File: config.mk
export PLATFORM = sky130hd
export DESIGN_NAME = uirq_ident
export DESIGN_NICKNAME = d
export VERILOG_FILES = /design/src/rtl/uirq_pkg.sv /design/src/rtl/uirq_enable_reg.sv /design/src/rtl/uirq_event_flag.sv /design/src/rtl/uirq_arbiter.sv /design/src/rtl/uirq_ident.sv
export SDC_FILE = /design/constraint.sdc
export NUM_CORES = 1
export LEC_CHECK = 0
export ABC_AREA = 1
export ABC_CLOCK_PERIOD_IN_PS = 800
export CAP_MARGIN = 25
export CORE_AREA = 2 2 41 43
export DETAILED_ROUTE_END_ITERATION = 12
export DIE_AREA = 0 0 43 45
export GPL_ROUTABILITY_DRIVEN = 1
export HOLD_SLACK_MARGIN = 0.03
export PLACE_DENSITY = 0.69
export SETUP_SLACK_MARGIN = 0.1
export SLEW_MARGIN = 10
export SYNTH_ARGS = -nofsm -noshare
export SYNTH_HDL_FRONTEND = slang
export SYNTH_SLANG_ARGS = --single-unit
File: constraint.sdc
create_clock -name clk -period 0.8 [get_ports clk]
set_input_delay 0.16 -clock clk [delete_from_list [all_inputs] [get_ports clk]]
set_output_delay 0.16 -clock clk [all_outputs]
set_load 0.005 [all_outputs]
File: src/rtl/uirq_pkg.sv
package uirq_pkg;
  localparam int N_CAUSE = 4;
  localparam int SEL_W   = $clog2(N_CAUSE);
  localparam int CODE_W  = 3;

  // enable register bit positions
  localparam int EN_RX    = 0;
  localparam int EN_THRE  = 1;
  localparam int EN_LINE  = 2;
  localparam int EN_MODEM = 3;

  // arbitration slots, slot 0 is the highest priority
  localparam int SLOT_LINE  = 0;
  localparam int SLOT_RX    = 1;
  localparam int SLOT_THRE  = 2;
  localparam int SLOT_MODEM = 3;

  typedef enum logic [CODE_W-1:0] {
    CODE_MODEM = 3'b000,
    CODE_THRE  = 3'b001,
    CODE_RX    = 3'b010,
    CODE_LINE  = 3'b011
  } cause_code_e;

  function automatic cause_code_e code_of(input logic [SEL_W-1:0] slot);
    case (slot)
      SEL_W'(SLOT_LINE): code_of = CODE_LINE;
      SEL_W'(SLOT_RX):   code_of = CODE_RX;
      SEL_W'(SLOT_THRE): code_of = CODE_THRE;
      default:           code_of = CODE_MODEM;
    endcase
  endfunction
endpackage

File: src/rtl/uirq_enable_reg.sv
module uirq_enable_reg #(
  parameter int DW   = 8,
  parameter int EN_W = 4
) (
  input  logic          clk,
  input  logic          rst,
  input  logic          wr,
  input  logic [DW-1:0] wdata,
  output logic [DW-1:0] q
);
  localparam logic [DW-1:0] KEEP = DW'((1 << EN_W) - 1);

  always_ff @(posedge clk) begin
    if (rst)     q <= '0;
    else if (wr) q <= wdata & KEEP;
  end
endmodule

File: src/rtl/uirq_event_flag.sv
module uirq_event_flag (
  input  logic clk,
  input  logic rst,
  input  logic set,
  input  logic clr,
  output logic pend
);
  // a new event in the same cycle as a clear wins
  always_ff @(posedge clk) begin
    if (rst)      pend <= 1'b0;
    else if (set) pend <= 1'b1;
    else if (clr) pend <= 1'b0;
  end
endmodule

File: src/rtl/uirq_arbiter.sv
module uirq_arbiter #(
  parameter int N = 4,
  localparam int SW = $clog2(N)
) (
  input  logic [N-1:0]  req,
  output logic          hit,
  output logic [SW-1:0] sel
);
  always_comb begin
    hit = 1'b0;
    sel = '0;
    for (int i = N - 1; i >= 0; i--) begin
      if (req[i]) begin
        hit = 1'b1;
        sel = SW'(i);
      end
    end
  end
endmodule

File: src/rtl/uirq_ident.sv
module uirq_ident
  import uirq_pkg::*;
#(
  parameter int DW   = 8,
  parameter int EN_W = 4,
  parameter int MS_W = 4
) (
  input  logic            clk,
  input  logic            rst,
  input  logic            ier_wr,
  input  logic [DW-1:0]   wdata,
  input  logic            thr_wr,
  input  logic            iir_rd,
  input  logic            fifo_en,
  input  logic            overrun,
  input  logic            rx_avail,
  input  logic [MS_W-1:0] msr_delta,
  output logic            irq,
  output logic [DW-1:0]   iir_val,
  output logic [DW-1:0]   ier_val
);
  logic [N_CAUSE-1:0] req;
  logic               hit;
  logic [SEL_W-1:0]   sel;
  logic               thre_pend;
  logic               thre_clr;
  cause_code_e        code;

  uirq_enable_reg #(.DW(DW), .EN_W(EN_W)) u_en (
    .clk(clk), .rst(rst), .wr(ier_wr), .wdata(wdata), .q(ier_val)
  );

  assign req[SLOT_LINE]  = overrun      & ier_val[EN_LINE];
  assign req[SLOT_RX]    = rx_avail     & ier_val[EN_RX];
  assign req[SLOT_THRE]  = thre_pend    & ier_val[EN_THRE];
  assign req[SLOT_MODEM] = (|msr_delta) & ier_val[EN_MODEM];

  uirq_arbiter #(.N(N_CAUSE)) u_arb (.req(req), .hit(hit), .sel(sel));

  assign thre_clr = iir_rd & hit & (sel == SEL_W'(SLOT_THRE));

  uirq_event_flag u_thre (
    .clk(clk), .rst(rst), .set(thr_wr), .clr(thre_clr), .pend(thre_pend)
  );

  assign code = hit ? code_of(sel) : CODE_MODEM;
  assign irq  = hit;

  always_comb begin
    iir_val      = '0;
    iir_val[0]   = ~hit;
    iir_val[3:1] = code;
    iir_val[7:6] = {2{fifo_en}};
  end
endmodule

# After elaboration in Yosys (flattened, before gate mapping)
# Cells that the tools add are included.
# op_classes
bitwise_logic	7
n_reduce_logical	3
mux	12
eq_ne	2
# ops
operator	n
$mux 2	4
$and 1x1->1	6
$mux 1	6
$pmux 2 s3	1
$reduce_or 4->1	1
$mux 3	1
$eq 2x1->1 const B	1
$eq 2x2->1 const B	1
$logic_not 2->1	1
$reduce_bool 2->1	1
$not 1->1	1
# totals
word_cells	26
ff_bits	5
input_bits	20
output_inout_bits	17

# Longest topological paths before layout
# depth
word_depth	10
mapped_depth	5

# Cells and area by module
# From an unflattened synthesis, not the netlist that was laid out.
# hier_totals
hier_cells	67
hier_area_um2	389.1
# modules_own_cells
mod	seq_area_each_um2	area_per_inst_um2	n_inst	cells_per_inst
uirq_enable_reg	80.1	206.4	1	31
uirq_ident	0.0	106.4	1	23
uirq_event_flag	20.0	40.0	1	5
uirq_arbiter	0.0	36.3	1	8

# Worst setup path before layout
# Ideal clock, no wire load.
# synth_timing
path_type	reg-to-output
startpoint	register u_en.q[0]
endpoint	output iir_val[0]
path_stages_with_launch	4
path_slack_ns	0.031
arrival_ns	0.609
path_cell_list	dfxtp_1 > nand2_2 > nand4_2 > inv_1
# synth_between
elab_chain_cells	4
# synth_lines
item	line_no	rtl
start: declaration	uirq_enable_reg.sv:9	output logic [DW-1:0] q
start signal: assignment	uirq_enable_reg.sv:15	else if (wr) q <= wdata & KEEP;
$and 1x1->1	uirq_ident.sv:34	assign req[SLOT_RX] = rx_avail & ier_val[EN_RX];
$mux 1 (2 in series)	uirq_arbiter.sv:13	if (req[i]) begin
net irq	uirq_ident.sv:18	output logic irq,
$not 1->1	uirq_ident.sv:51	iir_val[0] = ~hit;
end: declaration	uirq_ident.sv:19	output logic [DW-1:0] iir_val,
# The timed path passes the listed nets, and every way through them passes these cells.

# Final worst setup path
# layout_timing
startpoint	register u_en.q[0]
endpoint	output iir_val[0]
# layout_between
elab_chain_cells	4
# layout_lines
item	line_no
$and 1x1->1	uirq_ident.sv:34
$mux 1 (2 in series)	uirq_arbiter.sv:13
$not 1->1	uirq_ident.sv:51
# No other way between the ends.

==> insert_results.sql <==
INSERT INTO impl_metrics (metric_group, metric, value, unit) VALUES
('run_status', 'outcome', 'finished, violations left', ''),
('run_status', 'violations', 'negative setup slack', ''),
('clock_network', 'cts_max_level', '1', ''),
('synth', 'synth.ff_latch_count', '5', ''),
('critical_path', 'required', '640', 'ps'),
('detailed_routing', 'drt_drc_violations_left', '0', ''),
('placed_design', 'dp.final_hpwl', '638.6', 'um'),
('finish', 'stdcell_count', '95', ''),
('critical_path', 'critPathTopFamily', 'flip-flops', ''),
('finish', 'design.final.nets', '100', ''),
('clock_network', 'post_cts_hold_buffer_count', '0', ''),
('critical_path', 'critical_path.n_buffers_inverters', '3', ''),
('finish', 'layout.area.seq', '107.6', 'um^2'),
('critical_path', 'worst_path_class_setup', 'reg -> out', ''),
('sta', 'finalWorstPathRequiredPeriod', '1122', 'ps'),
('synth', 'synth_top_area_frac', '0.3113', ''),
('critical_path', 'worst_setup_path_end_kind', 'output port', ''),
('grt', 'global_route_wire_length_before_repair', '1469', 'um'),
('sta', 'final_hold_violation_count', '0', ''),
('synth', 'area_contributors_post_synth', 'sky130_fd_sc_hd__dfxtp_1 (31%), sky130_fd_sc_hd__buf_4 (21%), sky130_fd_sc_hd__nand2_1 (16%), sky130_fd_sc_hd__a21oi_1 (6.2%), sky130_fd_sc_hd__nand2_2 (5.8%)', ''),
('placed_design', 'place_congestion', '0.7239', ''),
('synth', 'post_synth_inst_count', '46', ''),
('detailed_routing', 'wl_per_cell', '9.274', 'um'),
('grt', 'first_global_vias', '364', ''),
('synth', 'synth-edff-count', '0', ''),
('finish', 'layout-drive-gt1-share', '0.4304', ''),
('sta', 'final_min_period_over_clock_period', '1.402', ''),
('clock_network', 'tritoncts_clock_tree', 'built', ''),
('grt', 'gr-total-overflow', '0', ''),
('critical_path', 'worst-path-stages', '5', ''),
('critical_path', 'worst_setup_path_start_kind', 'flip-flop', ''),
('sta', 'skew', '0.7838', 'ps'),
('power_and_ir_drop', 'cellLeakagePower', '0.3386', 'nW'),
('sta', 'setup_violations', '9', ''),
('finish', 'area_growth', '102.7', '%'),
('critical_path', 'reg2reg_to', 'u_thre.pend', ''),
('sta', 'rsz_0062_raised_after_global_routing', 'yes', ''),
('critical_path', 'worst_setup_path_startpoint', 'u_en.q[0]', ''),
('critical_path', 'cell_chain_critical_path', 'nand2_4, buf_6, nand4_4, inv_2, buf_2', ''),
('clock_network', 'clock_sink_count', '5', ''),
('sta', 'slew_viol_final', '0', ''),
('sta', 'fin_worst_hold_slack', '320.0', 'ps'),
('detailed_routing', 'average_via_count_per_standard_cell', '4.000', ''),
('clock_network', 'clkLatencyLatePin', '240', 'ps'),
('power_and_ir_drop', 'vdd_drop_max', '784.4', 'uV'),
('placed_design', 'portBuffers', '22', ''),
('detailed_routing', 'post_detailed_route_count_of_antenna_violating_nets', '0', ''),
('synth', 'post_synth_most_frequent_cells', 'sky130_fd_sc_hd__nand2_1 (14), sky130_fd_sc_hd__buf_4 (9), sky130_fd_sc_hd__dfxtp_1 (5)', ''),
('critical_path', 'setup.worst_path.end', 'iir_val[0]', ''),
('critical_path', 'cpPeakStageDelay', '340', 'ps'),
('synth', 'yosys.area.top_type', 'sky130_fd_sc_hd__dfxtp_1', ''),
('grt', 'antenna_found_initial', '0', ''),
('critical_path', 'critical_path.max_fanout', '3', ''),
('placed_design', 'number_of_placed_cells_counting_well_taps', '88', ''),
('synth', 'ys_async_sr_fraction', '0', ''),
('synth', 'netlist_area', '321.6', 'um^2'),
('floorplan', 'fp.coreArea', '0.001471', 'mm^2'),
('synth', 'yosysWarnings', '0', ''),
('job', 'count_of_maximum_capacitance_violations', '0', ''),
('synth', 'synth.avg_cell_area', '6.990', 'um^2'),
('critical_path', 'arrival', '960', 'ps'),
('sta', 'maxClockFrequency', '0.8916', 'GHz'),
('placed_design', 'dpl_worst_slack', '-823.0', 'ps'),
('sta', 'worst_slack', '-321.6', 'ps'),
('clock_network', 'numCtsBuffers', '3', ''),
('synth', 'synth.lib_cells_used.distinct', '12', ''),
('clock_network', 'path_clk_slew', '50', 'ps'),
('floorplan', 'initial_utilization', '0.2185', ''),
('synth', 'postSynth.topFlopCell', 'sky130_fd_sc_hd__dfxtp_1', ''),
('clock_network', 'cts.path.max_buffers', '2', ''),
('floorplan', 'io_pins', '37', '');
## placed cells by master, fill, tap and decap left out, drive strengths merged
cell type	Yosys	layout
nand2	17	17
conb	1	7
dfxtp	5	5
clkbuf	0	4
dlygate4sd2	0	7
a21oi	5	5
buf	9	18
inv	4	4
nand4	1	1
clkdlybuf4s50	0	7
nor2	2	2
nand3	2	2
## cell families (layout without fill, tap and decap cells)
| family | Yosys count | count (layout) | share of synthesized area |
|---|---|---|---|
| other cells | 1 | 7 | 0.01166 |
| buf+inv | 13 | 40 | 0.2568 |
| flops | 5 | 5 | 0.3113 |
| simple gates | 22 | 22 | 0.3307 |
| compound gates | 5 | 5 | 0.08950 |
## layer usage
metal	part of all wire	global-route usage	routed length (um)	vias up
li1	-	-	-	192
met5	0	0	0	-
met1	0.37	0.1130	330	169
met3	0.10	0.04800	89	0
met2	0.52	0.1758	461	19
met4	0	0.03636	0	0
## cell type report
cell class	instances	share of cell area
inverter	4	0.02303
timing repair buffer	32	0.4568
clock buffer	4	0.04031
sequential	5	0.1651
tap	16	0.03071
multi-input combinational	34	0.2841
## worst reg2reg max path, stage by stage, from the launching register on
cell and delay, ps:
sky130_fd_sc_hd__dfxtp_2 340, sky130_fd_sc_hd__nand2_4 60, sky130_fd_sc_hd__buf_6 120, sky130_fd_sc_hd__buf_6 100, sky130_fd_sc_hd__nand3_2 50, sky130_fd_sc_hd__nand2_2 60, sky130_fd_sc_hd__a21oi_2 110
## stage by stage
| stage | util | cell area (um^2) |
|---|---|---|
| detailed placement | 0.3895 | 573.1 |
| floorplan | - | 347.8 |
| global route | 0.4430 | 651.9 |
| finish | 0.4430 | 651.9 |
| global placement | 0.3895 | 573.1 |
| CTS | 0.4286 | 630.6 |
## worst min path at each step
| stage | from | endpoint | depth (start not counted) |
|---|---|---|---|
| 6_report | fifo_en | iir_val[7] | 0 |
| 5_1_grt | fifo_en | iir_val[7] | 0 |
| 4_1_cts | fifo_en | iir_val[7] | 0 |
| 3_5_place_dp | fifo_en | iir_val[7] | 0 |
| 3_3_place_gp | fifo_en | iir_val[7] | 0 |
| 2_1_floorplan | rst | u_en.q[0] | 1 |
## sequential cells by signal, indices dropped and copies added (netlist names)
name,count
u_en.q,4
u_thre.pend,1
## power by group
group	leakage (nW)	switching, W	internal, W	total [W]
clock network	0.0150	0.000109	0.000189	0.000298
registers	0.0431	0.0000139	0.000265	0.000279
logic	0.281	0.0000863	0.000143	0.000229
total	0.339	0.000210	0.000597	0.000807
## timing repair
action,CTS,global route
endpoints found under the setup margin,13,11
pin swaps,8,7
gates resized for setup,50,10
buffers inserted,5,3
Note: power is estimated with default switching activity, not from simulation.
